--- src/rtl/pri_pkg.sv ---
package pri_pkg;

    typedef enum logic [2:0] {
        OP_AEOI_ROT_OFF = 3'b000,
        OP_EOI_ANY      = 3'b001,
        OP_RESERVED     = 3'b010,
        OP_EOI_ONE      = 3'b011,
        OP_AEOI_ROT_ON  = 3'b100,
        OP_EOI_ANY_ROT  = 3'b101,
        OP_SET_LOWEST   = 3'b110,
        OP_EOI_ONE_ROT  = 3'b111
    } eoi_op_t;

    typedef enum logic {
        AEOI_FIXED,
        AEOI_ROTATE
    } aeoi_mode_t;

endpackage

--- src/rtl/req_capture.sv ---
module req_capture #(
    parameter int N = 8
) (
    input  logic         clk,
    input  logic         rst_n,
    input  logic [N-1:0] lines,
    input  logic         level_mode,
    input  logic [N-1:0] take_clr,
    output logic [N-1:0] irr
);

    logic [N-1:0] prev_q;
    logic [N-1:0] irr_q;
    logic [N-1:0] irr_d;
    logic [N-1:0] rise;

    always_comb begin
        rise = lines & ~prev_q;
        if (level_mode) begin
            irr_d = lines & ~take_clr;
        end else begin
            irr_d = (irr_q | rise) & ~take_clr;
        end
    end

    always_ff @(posedge clk or negedge rst_n) begin
        if (!rst_n) begin
            prev_q <= '0;
            irr_q  <= '0;
        end else begin
            prev_q <= lines;
            irr_q  <= irr_d;
        end
    end

    assign irr = irr_q;

    AST_EDGE_STICKY: assert property (@(posedge clk) disable iff (!rst_n)
        (!level_mode && take_clr == '0) |=> ((irr & $past(irr)) == $past(irr)));

    AST_TAKE_CLEARS: assert property (@(posedge clk) disable iff (!rst_n)
        (take_clr != '0) |=> ((irr & $past(take_clr)) == '0));

endmodule

--- src/rtl/prio_pick.sv ---
module prio_pick #(
    parameter int N = 8,
    localparam int W = $clog2(N)
) (
    input  logic [N-1:0] bits,
    input  logic [W-1:0] low_lvl,
    output logic         found,
    output logic [W-1:0] lvl,
    output logic [W-1:0] rank
);

    logic [N-1:0] rot;

    for (genvar k = 0; k < N; k++) begin : g_rot
        assign rot[k] = bits[W'(low_lvl + W'(1) + W'(k))];
    end

    always_comb begin
        found = 1'b0;
        lvl   = '0;
        rank  = '0;
        for (int k = N - 1; k >= 0; k--) begin
            if (rot[k]) begin
                found = 1'b1;
                rank  = W'(k);
                lvl   = W'(low_lvl + W'(1) + W'(k));
            end
        end
    end

endmodule

--- src/rtl/eoi_resolver.sv ---
module eoi_resolver
    import pri_pkg::*;
#(
    parameter int N = 8,
    localparam int W = $clog2(N)
) (
    input  logic         clk,
    input  logic         rst_n,
    input  logic [N-1:0] req_lines,
    input  logic         level_mode,
    input  logic [N-1:0] mask,
    input  logic         special_mask,
    input  logic         cmd_valid,
    input  logic [2:0]   cmd_code,
    input  logic [W-1:0] cmd_level,
    input  logic         ack_take,
    input  logic         ack_aeoi,
    input  logic [W-1:0] aeoi_level,
    output logic         int_valid,
    output logic [W-1:0] int_level,
    output logic [N-1:0] irr,
    output logic [N-1:0] isr
);

    aeoi_mode_t   mode_q, mode_d;
    logic [W-1:0] low_q, low_d;
    logic [N-1:0] isr_q, isr_d;
    logic [N-1:0] set_vec, clr_vec, take_clr;
    logic [N-1:0] irr_w;
    logic         rq_found, sv_found, win, take;
    logic [W-1:0] rq_lvl, rq_rank, sv_lvl, sv_rank;

    function automatic logic [N-1:0] one_at(input logic [W-1:0] l);
        logic [N-1:0] v;
        v    = '0;
        v[l] = 1'b1;
        return v;
    endfunction

    req_capture #(.N(N)) u_req (
        .clk        (clk),
        .rst_n      (rst_n),
        .lines      (req_lines),
        .level_mode (level_mode),
        .take_clr   (take_clr),
        .irr        (irr_w)
    );

    prio_pick #(.N(N)) u_req_pick (
        .bits    (irr_w & ~mask),
        .low_lvl (low_q),
        .found   (rq_found),
        .lvl     (rq_lvl),
        .rank    (rq_rank)
    );

    prio_pick #(.N(N)) u_svc_pick (
        .bits    (isr_q),
        .low_lvl (low_q),
        .found   (sv_found),
        .lvl     (sv_lvl),
        .rank    (sv_rank)
    );

    always_comb begin
        win  = rq_found && (special_mask || !sv_found || (rq_rank < sv_rank));
        take = ack_take && win;
        take_clr = take ? one_at(rq_lvl) : '0;
    end

    always_comb begin
        mode_d  = mode_q;
        low_d   = low_q;
        set_vec = take_clr;
        clr_vec = '0;
        if (ack_aeoi) begin
            clr_vec = clr_vec | one_at(aeoi_level);
            if (mode_q == AEOI_ROTATE) begin
                low_d = aeoi_level;
            end
        end
        if (cmd_valid) begin
            unique case (eoi_op_t'(cmd_code))
                OP_AEOI_ROT_OFF: mode_d = AEOI_FIXED;
                OP_AEOI_ROT_ON:  mode_d = AEOI_ROTATE;
                OP_EOI_ANY: begin
                    if (sv_found) clr_vec = clr_vec | one_at(sv_lvl);
                end
                OP_EOI_ANY_ROT: begin
                    if (sv_found) begin
                        clr_vec = clr_vec | one_at(sv_lvl);
                        low_d   = sv_lvl;
                    end
                end
                OP_EOI_ONE:     clr_vec = clr_vec | one_at(cmd_level);
                OP_EOI_ONE_ROT: begin
                    clr_vec = clr_vec | one_at(cmd_level);
                    low_d   = cmd_level;
                end
                OP_SET_LOWEST:  low_d = cmd_level;
                OP_RESERVED:    ;
            endcase
        end
        isr_d = (isr_q | set_vec) & ~clr_vec;
    end

    always_ff @(posedge clk or negedge rst_n) begin
        if (!rst_n) begin
            mode_q <= AEOI_FIXED;
            low_q  <= W'(N - 1);
            isr_q  <= '0;
        end else begin
            mode_q <= mode_d;
            low_q  <= low_d;
            isr_q  <= isr_d;
        end
    end

    always_comb begin
        int_valid = win;
        int_level = rq_lvl;
        irr       = irr_w;
        isr       = isr_q;
    end

    AST_WIN_UNMASKED: assert property (@(posedge clk) disable iff (!rst_n)
        int_valid |-> (irr[int_level] && !mask[int_level]));

    AST_NEST_STRICT: assert property (@(posedge clk) disable iff (!rst_n)
        (int_valid && !special_mask) |-> !isr[int_level]);

    AST_TAKE_MOVES: assert property (@(posedge clk) disable iff (!rst_n)
        (ack_take && int_valid && !cmd_valid && !ack_aeoi)
        |=> (isr[$past(int_level)] && !irr[$past(int_level)]));

    AST_SPEC_EOI: assert property (@(posedge clk) disable iff (!rst_n)
        (cmd_valid && cmd_code == 3'b011 && !ack_take && !ack_aeoi)
        |=> !isr[$past(cmd_level)]);

    AST_SET_LOWEST: assert property (@(posedge clk) disable iff (!rst_n)
        (cmd_valid && cmd_code == 3'b110 && !ack_take && !ack_aeoi)
        |=> (low_q == $past(cmd_level) && $stable(isr)));

    AST_RSVD_QUIET: assert property (@(posedge clk) disable iff (!rst_n)
        (cmd_valid && cmd_code == 3'b010 && !ack_take && !ack_aeoi)
        |=> ($stable(isr) && $stable(low_q)));

endmodule

--- config.mk ---
export PLATFORM = sky130hd
export DESIGN_NAME = eoi_resolver
export DESIGN_NICKNAME = d
export VERILOG_FILES = /design/src/rtl/pri_pkg.sv /design/src/rtl/req_capture.sv /design/src/rtl/prio_pick.sv /design/src/rtl/eoi_resolver.sv
export SDC_FILE = /design/constraint.sdc
export NUM_CORES = 1
export LEC_CHECK = 0
export BUFFER_PORTS_ARGS = -buffer_cell sky130_fd_sc_hd__buf_4
export CORE_MARGIN = 2
export CORE_UTILIZATION = 40
export DETAILED_ROUTE_END_ITERATION = 16
export PLACE_DENSITY = 0.65
export SETUP_SLACK_MARGIN = 0.3
export SYNTH_ARGS = -nofsm -noshare
export SYNTH_HDL_FRONTEND = slang
export SYNTH_SLANG_ARGS = --single-unit
--- constraint.sdc ---
create_clock -name clk -period 12.6 [get_ports clk]
set_clock_uncertainty 0.1 [all_clocks]
set_input_delay 2.52 -clock clk [delete_from_list [all_inputs] [get_ports clk]]
set_output_delay 2.52 -clock clk [all_outputs]
set_load 0.1 [all_outputs]
# [Word level (Yosys, flattened, before mapping)]
# Cells that the tools add are included.
[totals] regBits=28 in_bits=32 out_inout_bits=20 word_cells=164
[op_classes] add_sub_neg=8 n_lt_le_gt_ge=17 eq_ne=6 muxes=100 bitwise=13 reduce_logical=15
[ops] operator="two-way mux 3 bit" count=36
[ops] operator="binary-select mux 1 bit (select 3 bit)" count=16
[ops] operator="less-than comparator 3 x 4 -> 1 bit (second input constant)" count=12
[ops] operator="AND 8 bit" count=5
[ops] operator="two-way mux 8 bit" count=5
[ops] operator="two-way mux 1 bit" count=36
[ops] operator="NOT 8 bit" count=4
[ops] operator="bitwise OR 8 bit" count=4
[ops] operator="case mux 8 bit (2 select lines)" count=1
[ops] operator="adder 3 bit (second input constant)" count=4
[ops] operator="demux 1 bit (select 3 bit)" count=4
[ops] operator="== test 3 bit (second input constant)" count=4
[ops] operator="greater-or-equal comparator 3 x 1 -> 1 bit (second input constant)" count=4
[ops] operator="adder 3 x 1 -> 3 bit (second input constant)" count=2
[ops] operator="adder 3 x 2 -> 3 bit (second input constant)" count=2
[ops] operator="logical AND 1 bit" count=6
[ops] operator="case mux 3 bit (2 select lines)" count=1
[ops] operator="OR reduction 2 bit" count=3
[ops] operator="== test 3 x 1 -> 1 bit (second input constant)" count=1
[ops] operator="== test 3 x 2 -> 1 bit (second input constant)" count=1
[ops] operator="zero test 3 bit" count=1
[ops] operator="less-than comparator 3 bit" count=1
[ops] operator="logical OR 1 bit" count=2
[ops] operator="case mux 1 bit (2 select lines)" count=1
[ops] operator="other kinds (3)" count=3

# [Longest topological paths before layout]
[logic_depth] ltp_word=22 depth_mapped=20 ltp_nobuf=16

# [Cells and area by module]
# Synthesis repeated with hierarchy kept, for this count alone.
[hier_totals] cells_unflattened=402 hier_area_um2=3689.8
[by_module_without_submodules] mod="prio_pick" n_inst=2 cells_each=118 area_per_inst_um2=1019.7 seq_area_each_um2=0.0
[by_module_without_submodules] mod="eoi_resolver" n_inst=1 cells_each=117 area_per_inst_um2=1018.5 seq_area_each_um2=304.0
[by_module_without_submodules] mod="req_capture" n_inst=1 cells_each=49 area_per_inst_um2=631.9 seq_area_each_um2=400.4

# [Least setup slack after synthesis]
# No wires, ideal clock.
[synth_timing] kind="input port to output port" startpoint="input mask[3]" endpoint="output int_level[1]" arrival_time_ps=5350 t_required_ps=9980 slack_ps=4630 path_stages=6 n_path_buf=0 path_cell_list="and4b_1 > nor4_2 > and2_1 > a21o_1 > o211ai_1 > a31oi_1"
[synth_via] elab_chain_len=12 elab_cells_between_ends=26 cone_classes="mux: 24; bitwise: 2"
[synth_lines] element="start: declaration" line_no="eoi_resolver.sv:11" source="input logic [N-1:0] mask,"
[synth_lines] element="NOT 8 bit *" line_no="eoi_resolver.sv:50" source=".bits (irr_w & ~mask),"
[synth_lines] element="AND 8 bit *" line_no="eoi_resolver.sv:50"
[synth_lines] element="binary-select mux 1 bit (select 3 bit)" line_no="prio_pick.sv:15" source="assign rot[k] = bits[W'(low_lvl + W'(1) + W'(k))];"
[synth_lines] element="two-way mux 1 bit (implied by the code)" line_no="prio_pick.sv:15"
[synth_lines] element="two-way mux 3 bit (7 in series)" line_no="prio_pick.sv:23" source="if (rot[k]) begin"
[synth_lines] element="two-way mux 3 bit *" line_no="prio_pick.sv:23"
[synth_lines] element="end: declaration" line_no="eoi_resolver.sv:20" source="output logic [W-1:0] int_level,"
# Mark *: on every way between the ends. The rest lies on a longest branch, timed or not. The select of a mux whose other input is x is not followed.

# [Worst setup path in the final report]
[layout_timing] startpoint="register low_q[0]" endpoint="output int_valid"
[layout_via] elab_chain_len=16 elab_cells_between_ends=77 cone_classes="add/sub: 8; order compare: 1; mux: 64; reduce/logical: 4"
[layout_lines] element="start: declaration" line_no="eoi_resolver.sv:26" source="logic [W-1:0] low_q, low_d;"
[layout_lines] element="start signal: assignment" line_no="eoi_resolver.sv:110" source="low_q <= W'(N - 1);"
[layout_lines] element="start signal: assignment" line_no="eoi_resolver.sv:114" source="low_q <= low_d;"
[layout_lines] element="adder 3 x 1 -> 3 bit *" line_no="prio_pick.sv:15"
[layout_lines] element="parallel branches: the longest is 14 deep, another holds adder 3 bit"
[layout_lines] element="logical AND 1 bit *" line_no="eoi_resolver.sv:66" source="win = rq_found && (special_mask || !sv_found || (rq_rank < sv_rank));"
[layout_lines] element="end: declaration" line_no="eoi_resolver.sv:19" source="output logic int_valid,"
# Mark *: on every way between the ends. The select of a mux whose other input is x is not followed.

==> flow_metrics.py <==
metrics = {
    "outcome": {
        "status": "finished, final reports clean",
    },
    "synth": {
        "synthFlopType": "dfrtp_1",
        "yosysSeqAreaShare_pct": 18.9,
        "synth-edff-count": 0,
        "synthTopCellsByCount": "nand2_1 (29), o21ai_0 (28), dfrtp_1 (25), mux2i_1 (25), nor2_1 (25)",
        "yosysMostFrequentCell": "nand2_1",
        "yosys.area.top_type": "dfrtp_1",
        "synthCells": 429,
        "syn_area_per_cell_um2": 8.70,
        "synthArstFlopShare_pct": 100,
        "syn-num-nets": 465,
        "synth.cell_area_um2": 3730,
        "synthDistinctLibCells": 79,
        "ys_warn_count": 0,
        "synth_seq_cells": 28,
        "yosysTopAreaCellShare_pct": 16.8,
        "synthTopCellsByArea": "dfrtp_1 (17%), mux4_2 (11%), mux2i_1 (6.7%), o21ai_0 (3.8%), nand2b_1 (3.2%)",
    },
    "clock_tree": {
        "htreeDepth": 1,
        "cts_resized": 0,
        "clkTransAtPathRegs_ns": 0.10,
        "cts.sinks": 28,
        "cts_buffers": 3,
        "cts.path.max_buffers": 2,
        "ctsHoldBuffers": 0,
        "cts_tree": "yes",
        "clkLatencyLatePin_ns": 0.28,
        "root_buffer": "clkbuf_8",
        "postCtsSetupRepairBufs": 0,
    },
    "finish": {
        "diodes": 0,
        "nNetsFinal": 501,
        "utilization_pct": 46.0,
        "area_growth_pct": 12.9,
        "drive_gt1_share_pct": 23.1,
    },
    "die": {
        "floorplan.initialDensity_pct": 40.8,
        "die_x_um": 101,
        "core_um2": 9150,
        "die_area_um2": 10100,
        "num_rows": 35,
        "top_level_ports": 52,
        "die_h_um": 101,
    },
    "routing": {
        "dr.max_layer_used": "met4",
        "vias": 3727,
        "first_pass_iters": 5,
        "drc": 0,
        "met3_length_um": 623,
        "drt_iter0_markers": 417,
        "wl_met2_um": 5370,
        "antenna_left": 0,
        "wl_met1_um": 4780,
        "viasPerCell": 6.48,
        "wl_per_cell_um": 19.0,
        "wl_um": 10900,
    },
    "sta": {
        "fin_setup_tns_ns": 0,
        "max_slew_margin_pct": 46.5,
        "setup_viol": 0,
        "finalHoldViolations": 0,
        "timing.fmax_mhz": 118,
        "maxSlewViolCount": 0,
        "tightestPinTransition_ns": 0.795,
        "finalCritPeriodShare_pct": 67.3,
        "fin_crit_ns": 8.48,
        "rsz0062_at_grt": "false",
    },
    "global_routing": {
        "grt_antenna_before_repair": 0,
        "grt_usage_pct": 21.8,
        "grt-ovfl-total": 0,
        "first_global_vias": 3574,
        "grt_pass1_wl_um": 17800,
        "grt_start_max_net_pins": 53,
    },
    "hold_path": {
        "hold_path.class": "register to register",
    },
    "critical_path": {
        "r2r_cells": 17,
        "r2r-start": "low_q[0]",
        "cp.required_ns": 9.98,
        "reg2reg_to": "isr[1]",
        "rrSetupSlack_ns": 6.56,
        "cp-start-kind": "register",
        "worstSetupPathType": "register to output port",
        "cp-end-kind": "output port",
        "cp-endpoint": "int_valid",
        "arrival_ns": 5.86,
        "worst-path-max-fanout": 52,
        "crit_start": "low_q[0]",
    },
    "place": {
        "portBuffers": 51,
        "dp_hpwl_um": 8160,
        "gp_congestion": 0.944,
    },
    "flow_run": {
        "maxCapViolCount": 0,
    },
}
## kinds of logic after synthesis
| kind of cell | share of synthesized area, % |
|---|---|
| buffers and inverters | 6.34 |
| adder cells (fa/ha/maj) | 1.34 |
| flip-flops | 18.9 |
| XOR/XNOR | 2.15 |
| AO/OA/AOI/OAI | 26.5 |
| multiplexers | 20.3 |
| AND/OR/NAND/NOR | 24.5 |
## sequential cells by signal, summed over array words and instances (netlist names)
signal / count
isr: 8
u_req.prev_q: 8
mode_q: 1
u_req.irr: 8
low_q: 3
## critical path, stage by stage (launching register included)
cell and delay (ns):
dfstp_2 0.53, buf_4 0.51, inv_1 0.47, ha_1 0.42, buf_4 0.47, inv_2 0.31
mux4_2 0.38, mux2i_1 0.39, nand2_1 0.15, a22o_1 0.25, a22oi_1 0.14, o211a_1 0.17
ha_1 0.25, a211o_1 0.30, a2111oi_4 0.36, or2_2 0.16, buf_4 0.28
## per-stage QoR
stage	hold WS [ns]	instance area [um2]	setup WS, ns	cells
3_5_place_dp	0.409	4140	4.38	571
4_1_cts	0.431	4210	4.20	575
5_1_grt	0.446	4210	3.75	575
6_report	0.429	4210	4.12	575
3_3_place_gp	0.403	4140	4.43	571
2_1_floorplan	0.380	3730	4.63	429
## worst min-delay path by stage
stage	cells after the start	endpoint	startpoint	slack, ns
2_1_floorplan	1	mode_q	mode_q	0.38
3_3_place_gp	1	mode_q	mode_q	0.40
3_5_place_dp	1	mode_q	mode_q	0.41
4_1_cts	1	mode_q	mode_q	0.43
5_1_grt	1	mode_q	mode_q	0.45
6_report	1	mode_q	mode_q	0.43
## layout make-up
type | instances | area (um2)
Fill cell | 895 | 4940
Multi-Input combinational cell | 353 | 2790
Sequential cell | 28 | 704
Timing Repair Buffer | 56 | 420
Tap cell | 111 | 139
Inverter | 23 | 86.3
Clock buffer | 3 | 41.3
Clock inverter | 1 | 30.0
## per-layer routing
| layer | GRT usage, % | vias up |
|---|---|---|
| met5 | 0 | - |
| met4 | 4.95 | 0 |
| met3 | 1.53 | 20 |
| met2 | 36.7 | 163 |
| met1 | 30.7 | 1790 |
| li1 | - | 1754 |
## cells in the final DEF (no fill, tap or decap), types with 4 or more instances in the layout
| master | netlist | layout |
|---|---|---|
| buf_4 | 3 | 56 |
| nand2_1 | 29 | 29 |
| o21ai_0 | 28 | 28 |
| mux2i_1 | 25 | 25 |
| nor2_1 | 25 | 25 |
| dfrtp_1 | 25 | 25 |
| inv_1 | 21 | 21 |
| mux4_2 | 19 | 19 |
| nand2b_1 | 19 | 19 |
| a21oi_1 | 19 | 19 |
| nor2b_1 | 17 | 17 |
| nor3_1 | 14 | 14 |
| a31oi_1 | 9 | 9 |
| mux2_2 | 7 | 7 |
| nor4_1 | 7 | 7 |
| o22ai_1 | 7 | 7 |
| and3b_1 | 6 | 6 |
| a22oi_1 | 6 | 6 |
| o211ai_1 | 6 | 6 |
| nand3_1 | 6 | 6 |
| and2_1 | 5 | 5 |
| o31ai_1 | 5 | 5 |
| nor4bb_1 | 4 | 4 |
| a221oi_1 | 4 | 4 |
| a211oi_1 | 4 | 4 |
| a311oi_1 | 4 | 4 |
| and3_1 | 4 | 4 |
| a32oi_1 | 4 | 4 |
| o221a_1 | 4 | 4 |
| nand4_1 | 4 | 4 |
| ha_1 | 4 | 4 |
Power is not shown: default switching activity piles up to over one toggle a cycle in this logic, so the estimate is an artifact.
